[config.mk]
export PLATFORM = sky130hd
export DESIGN_NAME = ser10_tx
export DESIGN_NICKNAME = d
export VERILOG_FILES = /design/src/rtl/ser10_pkg.sv /design/src/rtl/ser10_capture.sv /design/src/rtl/ser10_syncq.sv /design/src/rtl/ser10_shifter.sv /design/src/rtl/ser10_tx.sv
export SDC_FILE = /design/constraint.sdc
export NUM_CORES = 1
export LEC_CHECK = 0
export BUFFER_PORTS_ARGS = -buffer_cell sky130_fd_sc_hd__buf_2
export CAP_MARGIN = 20
export CORE_MARGIN = 1
export CORE_UTILIZATION = 40
export DETAILED_ROUTE_END_ITERATION = 8
export PLACE_DENSITY_LB_ADDON = 0.3
export SYNTH_ARGS = -nofsm -noshare
export SYNTH_HDL_FRONTEND = slang
export SYNTH_SLANG_ARGS = --single-unit
export TNS_END_PERCENT = 50
[constraint.sdc]
create_clock -name clk -period 4 [get_ports clk]
set_input_delay 0.2 -clock clk [delete_from_list [all_inputs] [get_ports clk]]
set_output_delay 0.2 -clock clk [all_outputs]
set_load 0.005 [all_outputs]
[src/rtl/ser10_pkg.sv]
package ser10_pkg;

    localparam int DATA_W  = 10;
    localparam int FRAME_W = DATA_W + 2;
    localparam int IDX_W   = $clog2(FRAME_W);
    localparam logic [IDX_W-1:0] LAST_IDX = IDX_W'(FRAME_W - 1);

    typedef enum logic {
        FRM_DATA = 1'b0,
        FRM_SYNC = 1'b1
    } frame_kind_e;

    typedef struct packed {
        frame_kind_e          kind;
        logic [FRAME_W-1:0]   bits;
    } frame_t;

    // bit 0 leaves first: lead 1, data LSB first, trail 0
    function automatic logic [FRAME_W-1:0] data_frame(input logic [DATA_W-1:0] w);
        return {1'b0, w, 1'b1};
    endfunction

    // first half ones, second half zeros
    function automatic logic [FRAME_W-1:0] sync_frame();
        logic [FRAME_W-1:0] f;
        f = '0;
        for (int i = 0; i < FRAME_W / 2; i++) begin
            f[i] = 1'b1;
        end
        return f;
    endfunction

endpackage

[src/rtl/ser10_capture.sv]
module ser10_capture
    import ser10_pkg::*;
(
    input  logic              clk,
    input  logic              rst,
    input  logic              pwr_n,
    input  logic              word_clk,
    input  logic              edge_sel,
    input  logic [DATA_W-1:0] din,
    output logic              strobe,
    output logic [DATA_W-1:0] hold
);

    logic wclk_q;
    logic rise, fall;

    always_ff @(posedge clk) begin
        if (rst) begin
            wclk_q <= word_clk;
        end else begin
            wclk_q <= word_clk;
        end
    end

    assign rise   = word_clk & ~wclk_q;
    assign fall   = ~word_clk & wclk_q;
    assign strobe = pwr_n & (edge_sel ? rise : fall);

    always_ff @(posedge clk) begin
        if (rst || !pwr_n) begin
            hold <= '0;
        end else if (strobe) begin
            hold <= din;
        end
    end


    hold_stable_chk: assert property (@(posedge clk) disable iff (rst || !pwr_n)
        (!strobe) |=> $stable(hold));

endmodule

[src/rtl/ser10_syncq.sv]
module ser10_syncq #(
    parameter int SYNC_MIN = 5
) (
    input  logic clk,
    input  logic rst,
    input  logic pwr_n,
    input  logic req_a,
    input  logic req_b,
    input  logic strobe,
    output logic qualified
);

    localparam int CNT_W = $clog2(SYNC_MIN + 1);
    localparam logic [CNT_W-1:0] CNT_TOP = CNT_W'(SYNC_MIN);

    logic             req_any;
    logic [CNT_W-1:0] cnt;

    assign req_any = req_a | req_b;

    always_ff @(posedge clk) begin
        if (rst || !pwr_n) begin
            cnt <= '0;
        end else if (!req_any) begin
            cnt <= '0;
        end else if (strobe && cnt != CNT_TOP) begin
            cnt <= cnt + CNT_W'(1);
        end
    end

    assign qualified = req_any && (cnt == CNT_TOP);


    cnt_sat_chk: assert property (@(posedge clk) disable iff (rst)
        cnt <= CNT_TOP);


    req_drop_clear_chk: assert property (@(posedge clk) disable iff (rst)
        (!req_any) |=> (cnt == '0));

endmodule

[src/rtl/ser10_shifter.sv]
module ser10_shifter
    import ser10_pkg::*;
(
    input  logic              clk,
    input  logic              rst,
    input  logic              pwr_n,
    input  logic              bit_en,
    input  logic [DATA_W-1:0] hold,
    input  logic              qualified,
    output logic              ser_bit,
    output logic              active
);

    logic [IDX_W-1:0]   idx;
    logic [FRAME_W-1:0] shreg;
    frame_kind_e        kind_q;
    frame_t             nxt;
    logic               at_last;

    assign at_last = (idx == LAST_IDX);

    always_comb begin
        if (qualified) begin
            nxt.kind = FRM_SYNC;
            nxt.bits = sync_frame();
        end else begin
            nxt.kind = FRM_DATA;
            nxt.bits = data_frame(hold);
        end
    end

    always_ff @(posedge clk) begin
        if (rst || !pwr_n) begin
            idx    <= LAST_IDX;
            shreg  <= '0;
            kind_q <= FRM_DATA;
            active <= 1'b0;
        end else if (bit_en) begin
            if (at_last) begin
                shreg  <= nxt.bits;
                kind_q <= nxt.kind;
                idx    <= '0;
                active <= 1'b1;
            end else begin
                shreg <= shreg >> 1;
                idx   <= idx + IDX_W'(1);
            end
        end
    end

    assign ser_bit = shreg[0];


    idx_range_chk: assert property (@(posedge clk) disable iff (rst)
        idx <= LAST_IDX);


    frame_lead_chk: assert property (@(posedge clk) disable iff (rst || !pwr_n)
        (bit_en && at_last) |=> ser_bit);


    sync_whole_chk: assert property (@(posedge clk) disable iff (rst || !pwr_n)
        (kind_q == FRM_SYNC && !at_last) |=> (kind_q == FRM_SYNC));

endmodule

[src/rtl/ser10_tx.sv]
module ser10_tx #(
    parameter int SYNC_MIN = 5
) (
    input  logic                        clk,
    input  logic                        rst,
    input  logic                        word_clk,
    input  logic                        edge_sel,
    input  logic [ser10_pkg::DATA_W-1:0] din,
    input  logic                        sync_a,
    input  logic                        sync_b,
    input  logic                        out_en,
    input  logic                        pwr_n,
    input  logic                        bit_en,
    output logic                        ser_out,
    output logic                        drive_en
);

    import ser10_pkg::*;

    logic              strobe;
    logic [DATA_W-1:0] hold;
    logic              qualified;
    logic              ser_bit;
    logic              active;

    ser10_capture u_capture (
        .clk      (clk),
        .rst      (rst),
        .pwr_n    (pwr_n),
        .word_clk (word_clk),
        .edge_sel (edge_sel),
        .din      (din),
        .strobe   (strobe),
        .hold     (hold)
    );

    ser10_syncq #(.SYNC_MIN(SYNC_MIN)) u_syncq (
        .clk       (clk),
        .rst       (rst),
        .pwr_n     (pwr_n),
        .req_a     (sync_a),
        .req_b     (sync_b),
        .strobe    (strobe),
        .qualified (qualified)
    );

    ser10_shifter u_shifter (
        .clk       (clk),
        .rst       (rst),
        .pwr_n     (pwr_n),
        .bit_en    (bit_en),
        .hold      (hold),
        .qualified (qualified),
        .ser_bit   (ser_bit),
        .active    (active)
    );

    assign drive_en = out_en & pwr_n & active;
    assign ser_out  = drive_en & ser_bit;


    pd_quiet_chk: assert property (@(posedge clk) disable iff (rst)
        (!pwr_n) |-> (!drive_en && !ser_out));


    oe_quiet_chk: assert property (@(posedge clk) disable iff (rst)
        (!out_en) |-> (!ser_out));

endmodule

; ---- Yosys cells after proc, flatten, opt, wreduce, memory -nomap -nowiden
; Index checks and enable logic that the tools add are counted.
; Widths: inputs -> output; s select.
[op_classes]
addsub = 2
n_eq_ne = 3
mux = 4
bitwise = 10
reduce_logical = 6
[op_table]
columns = cell, count
row1 = $mux 12, 1
row2 = $mux 11, 1
row3 = $and 1x1->1, 6
row4 = $add 4x1->4 const B, 1
row5 = $eq 4x4->1 const B, 1
row6 = $mux 4, 1
row7 = $add 3x1->3 const B, 1
row8 = $eq 3x3->1 const B, 1
row9 = $ne 3x3->1 const B, 1
row10 = $not 1->1, 3
row11 = $logic_and 1x1->1, 2
row12 = $reduce_and 2->1, 1
row13 = $reduce_or 2->1, 1
row14 = $logic_not 1->1, 1
row15 = $logic_or 1x1->1, 1
row16 = $mux 1, 1
row17 = $or 1x1->1, 1
[totals]
regBits = 31
output_inout_bits = 2
wordCells = 31

; ---- Depth between registers and ports, before layout
[depth]
word_depth = 5
ltp_mapped = 5
depth_no_buf = 5

; ---- Modules after synthesis
; A second synthesis with hierarchy kept.
[hier_totals]
cells_unflattened = 150
area_unflattened_um2 = 1452.6
[by_module_without_submodules]
columns = module, instances, cells_each, area_per_inst_um2
row1 = ser10_shifter, 1, 79, 780.7
row2 = ser10_capture, 1, 51, 479.2
row3 = ser10_syncq, 1, 18, 176.4
row4 = ser10_tx, 1, 2, 16.3

; ---- Least setup slack after synthesis
; OpenSTA, ideal clock, no wires.
[synth_path]
path_kind = register -> register
startpoint = register u_shifter.idx[0]
endpoint = register u_shifter.shreg[9]
arrival_time_ns = 1.191
required_time_ns = 3.926
slack_ns = 2.735
stages_incl_launch_ff = 6
n_path_buf = 1
cell_sequence = dfxtp_1 > ha_1 > and3b_1 > buf_2 > nand3_1 > a31oi_1
[synth_via]
elab_chain_cells = 2
[synth_lines]
columns = element, line
row1 = from (decl), ser10_shifter.sv:14  ; logic [IDX_W-1:0] idx;
row2 = from (signal assigned), ser10_shifter.sv:46  ; idx <= idx + IDX_W'(1);
row3 = $eq 4x4->1, ser10_shifter.sv:20  ; assign at_last = (idx == LAST_IDX);
row4 = $mux 12, ser10_shifter.sv:39  ; if (at_last) begin
row5 = to (signal assigned), ser10_shifter.sv:40  ; shreg <= nxt.bits;
row6 = to (signal assigned), ser10_shifter.sv:45  ; shreg <= shreg >> 1;
row7 = to (decl), ser10_shifter.sv:15  ; logic [FRAME_W-1:0] shreg;
; No other way between the ends.
; A chain may end at the register's enable or synchronous reset.

; ---- Final worst setup path
[layout_path]
startpoint = register u_capture.wclk_q
endpoint = register u_syncq.cnt[1]
[layout_via]
elab_chain_cells = 5
[layout_lines]
columns = element, line
row1 = from (decl), ser10_capture.sv:14  ; logic wclk_q;
row2 = from (signal assigned), ser10_capture.sv:19  ; wclk_q <= word_clk;
row3 = from (signal assigned), ser10_capture.sv:21  ; wclk_q <= word_clk;
row4 = $not 1->1, ser10_capture.sv:25  ; assign rise = word_clk & ~wclk_q;
row5 = $and 1x1->1, ser10_capture.sv:25
row6 = $mux 1 (*), ser10_capture.sv:27  ; assign strobe = pwr_n & (edge_sel ? rise : fall);
row7 = $and 1x1->1 (*), ser10_capture.sv:27
row8 = $logic_and 1x1->1 (*), ser10_syncq.sv:26  ; end else if (strobe && cnt != CNT_TOP) begin
row9 = to (signal assigned), ser10_syncq.sv:27  ; cnt <= cnt + CNT_W'(1);
row10 = to (decl), ser10_syncq.sv:17  ; logic [CNT_W-1:0] cnt;
; Mark *: on every way between the ends. The rest lies on a longest branch, timed or not.

==> impl_metrics.py <==
metrics = {
    "place": {
        "hpwl_mm": 2.09,
        "place_inst": 216,
        "routabilityCongestion": 0.757,
        "io_buffers": 20,
        "place_area_um2": 1500,
    },
    "power_and_ir_drop": {
        "powerDensity_nw_per_um2": 355,
        "p_leak_nw": 0.593,
        "worst_ir_drop_vdd_v": 0.000181,
    },
    "timing": {
        "setup_violations": 0,
        "clock-skew-final_ps": 8.36,
        "fmax_mhz": 570,
        "slew_viol_final": 0,
        "worst_pin_slew_ps": 1020,
        "grt_setup_unrepaired": "no",
        "period_share_pct": 43.8,
        "fin_setup_tns_ps": 0,
        "slew_headroom_pct": 31.8,
        "hold_violations": 0,
        "min_period_ps": 1750,
    },
    "worst_setup_path": {
        "startpoint_type": "register",
        "critical_path.cell_chain": "nor3b_1, o211ai_1, a211oi_1",
        "arrival_ps": 2000,
        "cp_slowest_stage_delay_ps": 840,
        "worstSetupEndpointType": "register",
        "path_delay_family": "simple AND/OR/NAND/NOR gates",
        "crit_buf_inv": 0,
        "r2r_start": "u_capture.wclk_q$_DFF_P_",
        "crit_type": "reg -> reg",
        "path_max_fanout": 12,
        "worst_ep_required_time_ps": 4250,
        "cp_slowest_cell": "nor3b_1",
        "critPathLaunch": "u_capture.wclk_q$_DFF_P_",
    },
    "global_routing": {
        "grt.overflow.total": 0,
        "first_global_vias": 1075,
        "antenna_found_initial": 0,
        "grt_usage_pct": 18.8,
        "grt_max_degree": 29,
        "grt_pass1_wl_mm": 5.02,
    },
    "clocking": {
        "cts-hold-fix-buffers": 0,
        "cts_tree": "built",
        "ctsHtreeMaxLevel": 2,
        "cts_setup_buffers": 0,
        "cts-resized-gates": 0,
        "cts.sinks": 30,
        "clockRootBuffer": "clkbuf_4",
        "cts_inserted_buffers": 5,
        "insertion_delay_ps": 320,
        "clockBufferDepth": 2,
        "clkSlewWorstSetupHoldPaths_ps": 90,
    },
    "routing": {
        "wl_per_cell_um": 13.1,
        "drc": 0,
        "postRouteAntennaNets": 0,
        "vias": 1198,
        "viasPerCell": 5.40,
        "drtIter0Drc": 39,
        "firstDrtPassIters": 4,
        "wl_mm": 2.92,
    },
    "synth": {
        "ys_ff_latch": 30,
        "synthTopCellsByCount": "30 x dfxtp_1, 23 x o21ai_0, 20 x a21oi_1",
        "syn_avg_cell_area_um2": 8.57,
        "synthFlopType": "dfxtp_1",
        "synthArstFlopShare_pct": 0,
        "synth_most_common_cell": "dfxtp_1",
        "yosysWarnings": 0,
        "synthDominantCellAreaShare_pct": 43.3,
        "ys_seq_area_share_pct": 43.3,
        "netlist_instances": 162,
        "synth.distinct_cells": 35,
        "synth_top_area_cell": "dfxtp_1",
        "syn_area_um2": 1390,
        "synth_fp_nets": 184,
        "synth_edf_count": 0,
        "synthTopCellsByArea": "dfxtp_1 43%, o21ai_0 8.3%, a21oi_1 7.2%",
    },
    "finish": {
        "area_growth_syn_to_layout_pct": 11.7,
        "nets": 199,
        "final_util_pct": 46.5,
        "fillers": 351,
        "final_layout_size_suffix_gt1_share_pct": 19.3,
        "diodes": 0,
        "final_cell_area_um2": 1550,
        "seq_area_um2": 601,
        "fin_cells": 222,
        "multi_input_area_um2": 729,
    },
    "run": {
        "cap_violations": 0,
    },
    "floorplan": {
        "die_area_um2": 3710,
        "core_area_um2": 3340,
        "die_h_um": 60.9,
        "start_util_pct": 41.6,
        "rows": 21,
        "dieWidth_um": 60.9,
        "io_pins": 21,
    },
    "hold_path": {
        "hp-start": "word_clk",
        "hold_class": "in -> reg",
    },
    "run_status": {
        "status": "completed",
    },
}
## sequential cells by signal, summed over array words and instances (netlist names)
register and cells:
u_shifter.active 1, u_syncq.cnt 3, u_capture.hold 10, u_capture.wclk_q 1, u_shifter.shreg 11, u_shifter.idx 4
## cells by family (layout without fill, tap and decap cells)
group	Yosys count	after routing	synth area share (%)
adder cells (fa/ha/maj)	3	3	2.71
buffers and inverters	15	29	4.15
multiplexers	3	3	2.16
flip-flops	30	30	43.3
AND/OR/NAND/NOR	49	49	19.6
AO/OA/AOI/OAI	62	62	28.1
## per-layer routing
layer / global-route usage, % / up-vias / wire [um]
met4: 6.82 / 0 / 35
met5: 0 / - / 0
met3: 6.40 / 4 / 124
met1: 24.9 / 540 / 1440
li1: - / 625 / -
met2: 28.6 / 29 / 1320
## layout by cell type (no fill, tap or decap), types with 2 or more instances in the layout
master / count
buf_2: 20
or2_2: 5
o21ai_0: 23
dfxtp_1: 30
nand2b_1: 2
o32ai_1: 5
mux2i_1: 3
inv_1: 3
ha_1: 3
a31oi_1: 4
nor2_1: 5
clkbuf_4: 5
a21oi_1: 20
nand3_1: 14
nand2_1: 10
and3b_1: 2
nand3b_1: 3
o211ai_1: 2
## layout make-up
cell class                      count  area share, %
Clock buffer                        6           3.31
Inverter                            3          0.726
Multi-Input combinational cell    117           47.1
Sequential cell                    30           38.7
Tap cell                           46           3.71
Timing Repair Buffer               20           6.46
## final timing paths
kind / endpoint / slack (ps) / depth (start not counted)
worst max-delay path: u_syncq.cnt[1]$_SDFFE_PP0P_ / 2250 / 3
worst min-delay path: u_capture.wclk_q$_DFF_P_ / 30 / 1
worst max register to register: u_syncq.cnt[1]$_SDFFE_PP0P_ / 2250 / 3
worst min register to register: u_capture.hold[2]$_SDFFE_PP0P_ / 470 / 2
## through the flow
step / setup WS [ps] / hold slack (ps) / power (mW)
after global placement: 2390 / 351 / 0.382
after detailed placement: 2250 / 362 / 0.385
after CTS: 2220 / 13.2 / 0.558
after global routing: 2000 / 16.3 / 0.582
final: 2250 / 33.4 / 0.550
after floorplan: 2740 / 228 / 0.365
## where the power goes
part           switching (mW)  internal [mW]
Combinational          0.0379         0.0262
Sequential            0.00615          0.308
Clock                  0.0932         0.0790
Total                   0.137          0.413
Power figures use the tool's default switching activity.
